<file path="src/rtl/xt_pkg.sv">
package xt_pkg;
    localparam int XT_DATA_W = 24;
    localparam int XT_CHAN_W = 3;
    localparam int XT_PAD_W  = 8;   // low byte of the word: padding plus channel

    typedef enum logic {
        XT_SEL_MAX = 1'b0,
        XT_SEL_MIN = 1'b1
    } xt_sel_e;
endpackage

</file>
<file path="src/rtl/xt_tracker.sv">
module xt_tracker #(
    parameter int DATA_W = xt_pkg::XT_DATA_W,
    parameter int CHAN_W = xt_pkg::XT_CHAN_W,
    parameter bit IS_MAX = 1'b1
) (
    input  logic              clk,
    input  logic              rst_n,
    input  logic              smp_valid,
    input  logic [DATA_W-1:0] smp_data,
    input  logic [CHAN_W-1:0] smp_chan,
    input  logic              rearm,
    output logic [DATA_W-1:0] ext_val,
    output logic [CHAN_W-1:0] ext_chan
);
    // Starting extreme: most negative for the maximum, most positive for the minimum.
    localparam logic [DATA_W-1:0] START_VAL = IS_MAX ?
        {1'b1, {(DATA_W-1){1'b0}}} : {1'b0, {(DATA_W-1){1'b1}}};

    typedef struct packed {
        logic [DATA_W-1:0] val;
        logic [CHAN_W-1:0] chan;
    } trk_t;

    trk_t base;
    trk_t trk_d;
    trk_t trk_q;
    logic beats;

    // Re-arm happens before the compare, so a same-cycle sample is kept.
    always_comb begin
        if (rearm) begin
            base.val  = START_VAL;
            base.chan = '0;
        end else begin
            base = trk_q;
        end
    end

    generate
        if (IS_MAX) begin : g_gt
            assign beats = $signed(smp_data) > $signed(base.val);
        end else begin : g_lt
            assign beats = $signed(smp_data) < $signed(base.val);
        end
    endgenerate

    always_comb begin
        trk_d = base;
        if (smp_valid && beats) begin
            trk_d.val  = smp_data;
            trk_d.chan = smp_chan;
        end
    end

    always_ff @(posedge clk or negedge rst_n) begin
        if (!rst_n) begin
            trk_q.val  <= START_VAL;
            trk_q.chan <= '0;
        end else begin
            trk_q <= trk_d;
        end
    end

    assign ext_val  = trk_q.val;
    assign ext_chan = trk_q.chan;
endmodule

</file>
<file path="src/rtl/xt_pack.sv">
module xt_pack #(
    parameter int DATA_W = xt_pkg::XT_DATA_W,
    parameter int CHAN_W = xt_pkg::XT_CHAN_W,
    parameter int PAD_W  = xt_pkg::XT_PAD_W
) (
    input  logic [DATA_W-1:0]       val,
    input  logic [CHAN_W-1:0]       chan,
    output logic [DATA_W+PAD_W-1:0] word
);
    localparam int ZERO_W = PAD_W - CHAN_W;

    always_comb begin
        word = {val, {ZERO_W{1'b0}}, chan};
    end
endmodule

</file>
<file path="src/rtl/xt_extremes.sv">
module xt_extremes #(
    parameter int DATA_W = xt_pkg::XT_DATA_W,
    parameter int CHAN_W = xt_pkg::XT_CHAN_W
) (
    input  logic                                clk,
    input  logic                                rst_n,
    input  logic                                smp_valid,
    input  logic [DATA_W-1:0]                   smp_data,
    input  logic [CHAN_W-1:0]                   smp_chan,
    input  logic                                rd_en,
    input  logic                                rd_sel,
    output logic [DATA_W+xt_pkg::XT_PAD_W-1:0]  rd_data
);
    import xt_pkg::*;

    localparam int WORD_W = DATA_W + XT_PAD_W;
    localparam int NTRK   = 2;

    xt_sel_e sel;
    logic [NTRK-1:0] rearm;
    logic [DATA_W-1:0] trk_val [NTRK];
    logic [CHAN_W-1:0] trk_chan[NTRK];
    logic [WORD_W-1:0] trk_word[NTRK];
    logic [WORD_W-1:0] max_word;
    logic [WORD_W-1:0] min_word;

    assign sel = xt_sel_e'(rd_sel);

    always_comb begin
        rearm = '0;
        if (rd_en) rearm[sel] = 1'b1;
    end

    // Index 0 tracks the maximum, index 1 the minimum.
    for (genvar i = 0; i < NTRK; i++) begin : g_trk
        xt_tracker #(
            .DATA_W (DATA_W),
            .CHAN_W (CHAN_W),
            .IS_MAX (i == 0)
        ) u_trk (
            .clk       (clk),
            .rst_n     (rst_n),
            .smp_valid (smp_valid),
            .smp_data  (smp_data),
            .smp_chan  (smp_chan),
            .rearm     (rearm[i]),
            .ext_val   (trk_val[i]),
            .ext_chan  (trk_chan[i])
        );

        xt_pack #(
            .DATA_W (DATA_W),
            .CHAN_W (CHAN_W),
            .PAD_W  (XT_PAD_W)
        ) u_pack (
            .val  (trk_val[i]),
            .chan (trk_chan[i]),
            .word (trk_word[i])
        );
    end

    assign max_word = trk_word[0];
    assign min_word = trk_word[1];

    always_comb begin
        rd_data = (sel == XT_SEL_MIN) ? min_word : max_word;
    end
endmodule

</file>
<file path="config.mk">
export PLATFORM = sky130hd
export DESIGN_NAME = xt_extremes
export DESIGN_NICKNAME = d
export VERILOG_FILES = /design/src/rtl/xt_pkg.sv /design/src/rtl/xt_tracker.sv /design/src/rtl/xt_pack.sv /design/src/rtl/xt_extremes.sv
export SDC_FILE = /design/constraint.sdc
export NUM_CORES = 1
export LEC_CHECK = 0
export BUFFER_PORTS_ARGS = -buffer_cell sky130_fd_sc_hd__buf_2
export CAP_MARGIN = 30
export CORE_MARGIN = 2
export CORE_UTILIZATION = 57
export CTS_CLUSTER_DIAMETER = 50
export CTS_CLUSTER_SIZE = 8
export DETAILED_ROUTE_END_ITERATION = 12
export PLACE_DENSITY = 0.85
export SLEW_MARGIN = 25
export SYNTH_ARGS = -nofsm -noshare
export SYNTH_HDL_FRONTEND = slang
export SYNTH_SLANG_ARGS = --single-unit
</file>
<file path="constraint.sdc">
create_clock -name clk -period 3.5 [get_ports clk]
set_input_delay 0.525 -clock clk [delete_from_list [all_inputs] [get_ports clk]]
set_output_delay 0.525 -clock clk [all_outputs]
set_load 0.01 [all_outputs]
</file>
==> impl_summary.log <==
INFO  metric finClkSkew = about 0.0091 ns
INFO  metric detailroute.via_count = 2958
INFO  metric power.total = about 3.2 mW
INFO  metric route.layer.met1.wl = 3779 um
INFO  metric reg2reg_slack = 0.56 ns
INFO  metric routedWlPerCell = 16.07 um
INFO  metric internal_power = 1.941 mW
INFO  metric initial_utilization = 59.48%
INFO  metric drtAntennaViolNets = 0
INFO  metric gr-total-overflow = 0
INFO  metric path_clk_slew = 0.10 ns
INFO  metric place.gp.congestion = 0.8896
INFO  metric core.rowCount = 29
INFO  metric timing_worst_setup_path_type = input port to register
INFO  metric routed.top_layer = met4
INFO  metric drt_pass1_iterations = 4
INFO  metric antenna_cells_inserted = 0
INFO  metric worst-slew-pin-transition = between 0.6 and 0.7 ns
INFO  metric layout_min_cycle_time = 3.200 ns
INFO  metric cp-end-kind = register
INFO  metric power.switching_fraction = 39.75%
INFO  metric grt_util_all_layers = 24.27%
INFO  metric synth_cell_type_count = 39
INFO  metric rsz0062_at_grt = no
INFO  metric detail_route.iter0.violations = 111
INFO  metric cpMostUsedCell = buf_4
INFO  metric relSlewSlack = 57.81%
INFO  metric wirelength = ~8500 um
INFO  metric path_max_fanout = 17
INFO  metric critical_path.top_delay_family = simple AND/OR/NAND/NOR gates
INFO  metric num_io_pins = between 60 and 70
INFO  metric synth_enable_flop_cells = 0
INFO  metric synth_top_area_share = 19.76%
INFO  metric worst_path_largest_cell_delay = 0.52 ns
INFO  metric post_synth_main_area_contributors = dfrtp_1, dfstp_2, ha_1
INFO  metric cts_hold_buffers_added = 0
INFO  metric synthTopCellsByCount = nor2_1, ha_1, nand2_1, dfrtp_1, inv_1
INFO  metric worstSetupStartpointType = input port
INFO  metric synthArstFlopShare = 100.0%
INFO  metric report.final.slew_viol_count = 0
INFO  metric min_period_over_period = between 90% and 100%
INFO  metric result_of_the_run = completed
INFO  metric worst_ep_required_time = 3.74 ns
INFO  metric power.static_leakage = between 2 and 2.5 nW
INFO  metric tritoncts.num_buffers = 5
INFO  metric power_switching = 1.281 mW
INFO  metric die_width = 85.64 um
INFO  metric share_comb_of_total_power = a little over half
INFO  metric drt-vias-per-instance = about 5.6
INFO  metric seqPwrFrac = 36.6%
INFO  metric worst_r2r_path_depth = 9
INFO  metric critical_path_buf_inv_count = 3
INFO  metric path_class_of_the_lowest_slack_min_delay_path = input port to asynchronous set/reset pin
INFO  metric critical-path-slowest-cell = nor4_1
INFO  metric drcViolationCount = 0
INFO  metric critical_path.reg2reg.endpoint = g_trk[0].u_trk.ext_val[7]
INFO  metric regToRegStartpoint = g_trk[0].u_trk.ext_val[23]
INFO  metric wl_met2 = 4233 um
INFO  metric ctsHtreeMaxLevel = 2
INFO  metric die_y = 85.64 um
INFO  metric layout-drive-gt1-share = between 30 and 40%
INFO  metric grt_start_max_net_pins = 49
INFO  metric io_buffer_count = 58
INFO  metric layout-area-overhead-vs-synth = 12.38%
INFO  metric synth-main-ff-cell = dfrtp_1
INFO  metric finalSetupViolCount = 0
INFO  metric synth.most_common_cell = nor2_1
INFO  metric cp_data_arrival_time = 3.44 ns
INFO  metric hold_slack = approximately 0.22 ns
INFO  metric syn_area = 0.003799 mm2
INFO  metric fmax = ~310 MHz
INFO  metric clock_path_buffers = 2
INFO  metric overall_die_area = 0.007333 mm2
INFO  metric clock_power_share = 11.4%
INFO  metric timing.final.hold_violations = 0
INFO  metric setup_fix_bufs_post_cts = 0
INFO  metric timing.max_cap.violations = 0
INFO  metric worst_skew_late_latency = 0.31 ns
INFO  metric synthesis.instances = 389
INFO  metric nNetsFinal = 527
INFO  metric met3_wirelength = 282 um
INFO  metric ys_warn_count = 0
INFO  metric grt_first_pass_wirelength = 14260 um
INFO  metric clkSinkCount = 54
INFO  metric dp_hpwl = 6492 um
INFO  metric cts_resized = 0
INFO  metric standard_cell_core_area = 0.006386 mm2
INFO  metric power_per_cell_area = ~750 mW/mm2
INFO  metric post-synth-top-area-cell = dfrtp_1
INFO  metric synth_seq_area_share = 36.36%
INFO  metric cts-root-buf = clkbuf_8
INFO  metric via_count_of_the_first_global_routing_pass = 3023
INFO  metric syn_area_per_cell = 9.765 um2
INFO  metric path_cells = buf_2, nand2b_1, buf_4, nand2_1, ha_1, nand4_1, nor4_1, o31ai_1, nand3_1, nor3b_2, buf_4, mux2i_1
INFO  metric postSynthRegisterBits = 54
INFO  metric cts_tree = yes
INFO  metric ir_drop = between 500 and 600 uV
INFO  metric antenna_found_initial = 0
==> area by class of cell <==
type	instances	area, um2
timing repair buffer	69	412.9
clock inverter	1	5.005
sequential	54	1381
fill	524	2117
multi-input combinational	288	2175
tap	77	96.34
inverter	30	112.6
clock buffer	7	86.33
==> cell usage in the layout, fill, tap and decap left out, types with 2 or more instances in the layout <==
cell type and n:
inv_1 30, a21o_1 4, nand2_1 39, nand4_1 9
conb_1 5, o21a_1 3, and2_1 2, nand3_1 2
dfstp_2 24, o21ai_0 6, buf_4 9, a221oi_1 2
ha_1 47, clkbuf_8 6, a21oi_2 23, a21oi_1 20
nor2_1 50, o22ai_1 3, dfrtp_1 30, mux2i_1 27
buf_2 57, buf_12 3, nor2b_1 2, mux2_2 28
==> kinds of logic (layout without fill, tap and decap cells) <==
group	Yosys count	after routing	synth area share, %
flops	54	54	36.36
mux	55	55	15.41
fa+ha+maj	47	47	15.48
other cells	1	5	0.09872
buf+inv	51	107	6.917
simple gates	112	112	12.58
compound gates	69	69	13.14
==> worst max-delay path by stage <==
stage                     startpoint                          to  slack, ns  cells after the start
after global routing          rd_sel   g_trk[0].u_trk.ext_val[2]       0.09                     12
final                         rd_sel   g_trk[0].u_trk.ext_val[7]       0.30                     12
after detailed placement      rd_sel   g_trk[0].u_trk.ext_val[4]      -0.04                     12
after global placement        rd_sel  g_trk[0].u_trk.ext_val[23]       0.09                     12
after CTS                     rd_sel   g_trk[0].u_trk.ext_val[4]       0.31                     12
after floorplan               rd_sel  g_trk[1].u_trk.ext_val[23]       0.33                     11
==> layer usage <==
metal / vias up / GRT usage [%]
li1: 1461 / -
met1: 1418 / 32.39
met5: - / 0
met4: 0 / 7.937
met3: 15 / 3.272
met2: 64 / 40.91
==> power by group through the flow <==
stage               Clock, mW  Combinational [mW]  Sequential [mW]
finish                  0.368                1.67             1.18
global route            0.396                1.87             1.21
global placement            0                1.60             1.18
detailed placement          0                1.67             1.19
floorplan                   0                1.25             1.13
CTS                     0.376                1.68             1.18
==> metrics by stage <==
stage / cells / setup slack, ns / instance area (um2) / utilization [%] / setup TNS, ns
floorplan: 393 / 0.3275 / 3814 / - / 0
global placement: 518 / 0.09217 / 4175 / 65.38 / 0
detailed placement: 518 / -0.04208 / 4178 / 65.42 / -0.1956
CTS: 526 / 0.3135 / 4269 / 66.85 / 0
global route: 526 / 0.08826 / 4269 / 66.85 / 0
finish: 526 / 0.2998 / 4269 / 66.85 / 0
==> flip-flops by register name, indices dropped and copies added (netlist names) <==
signal / flops
g_trk.u_trk.ext_chan: 6
g_trk.u_trk.ext_val: 48
Power figures use the tool's default switching activity.
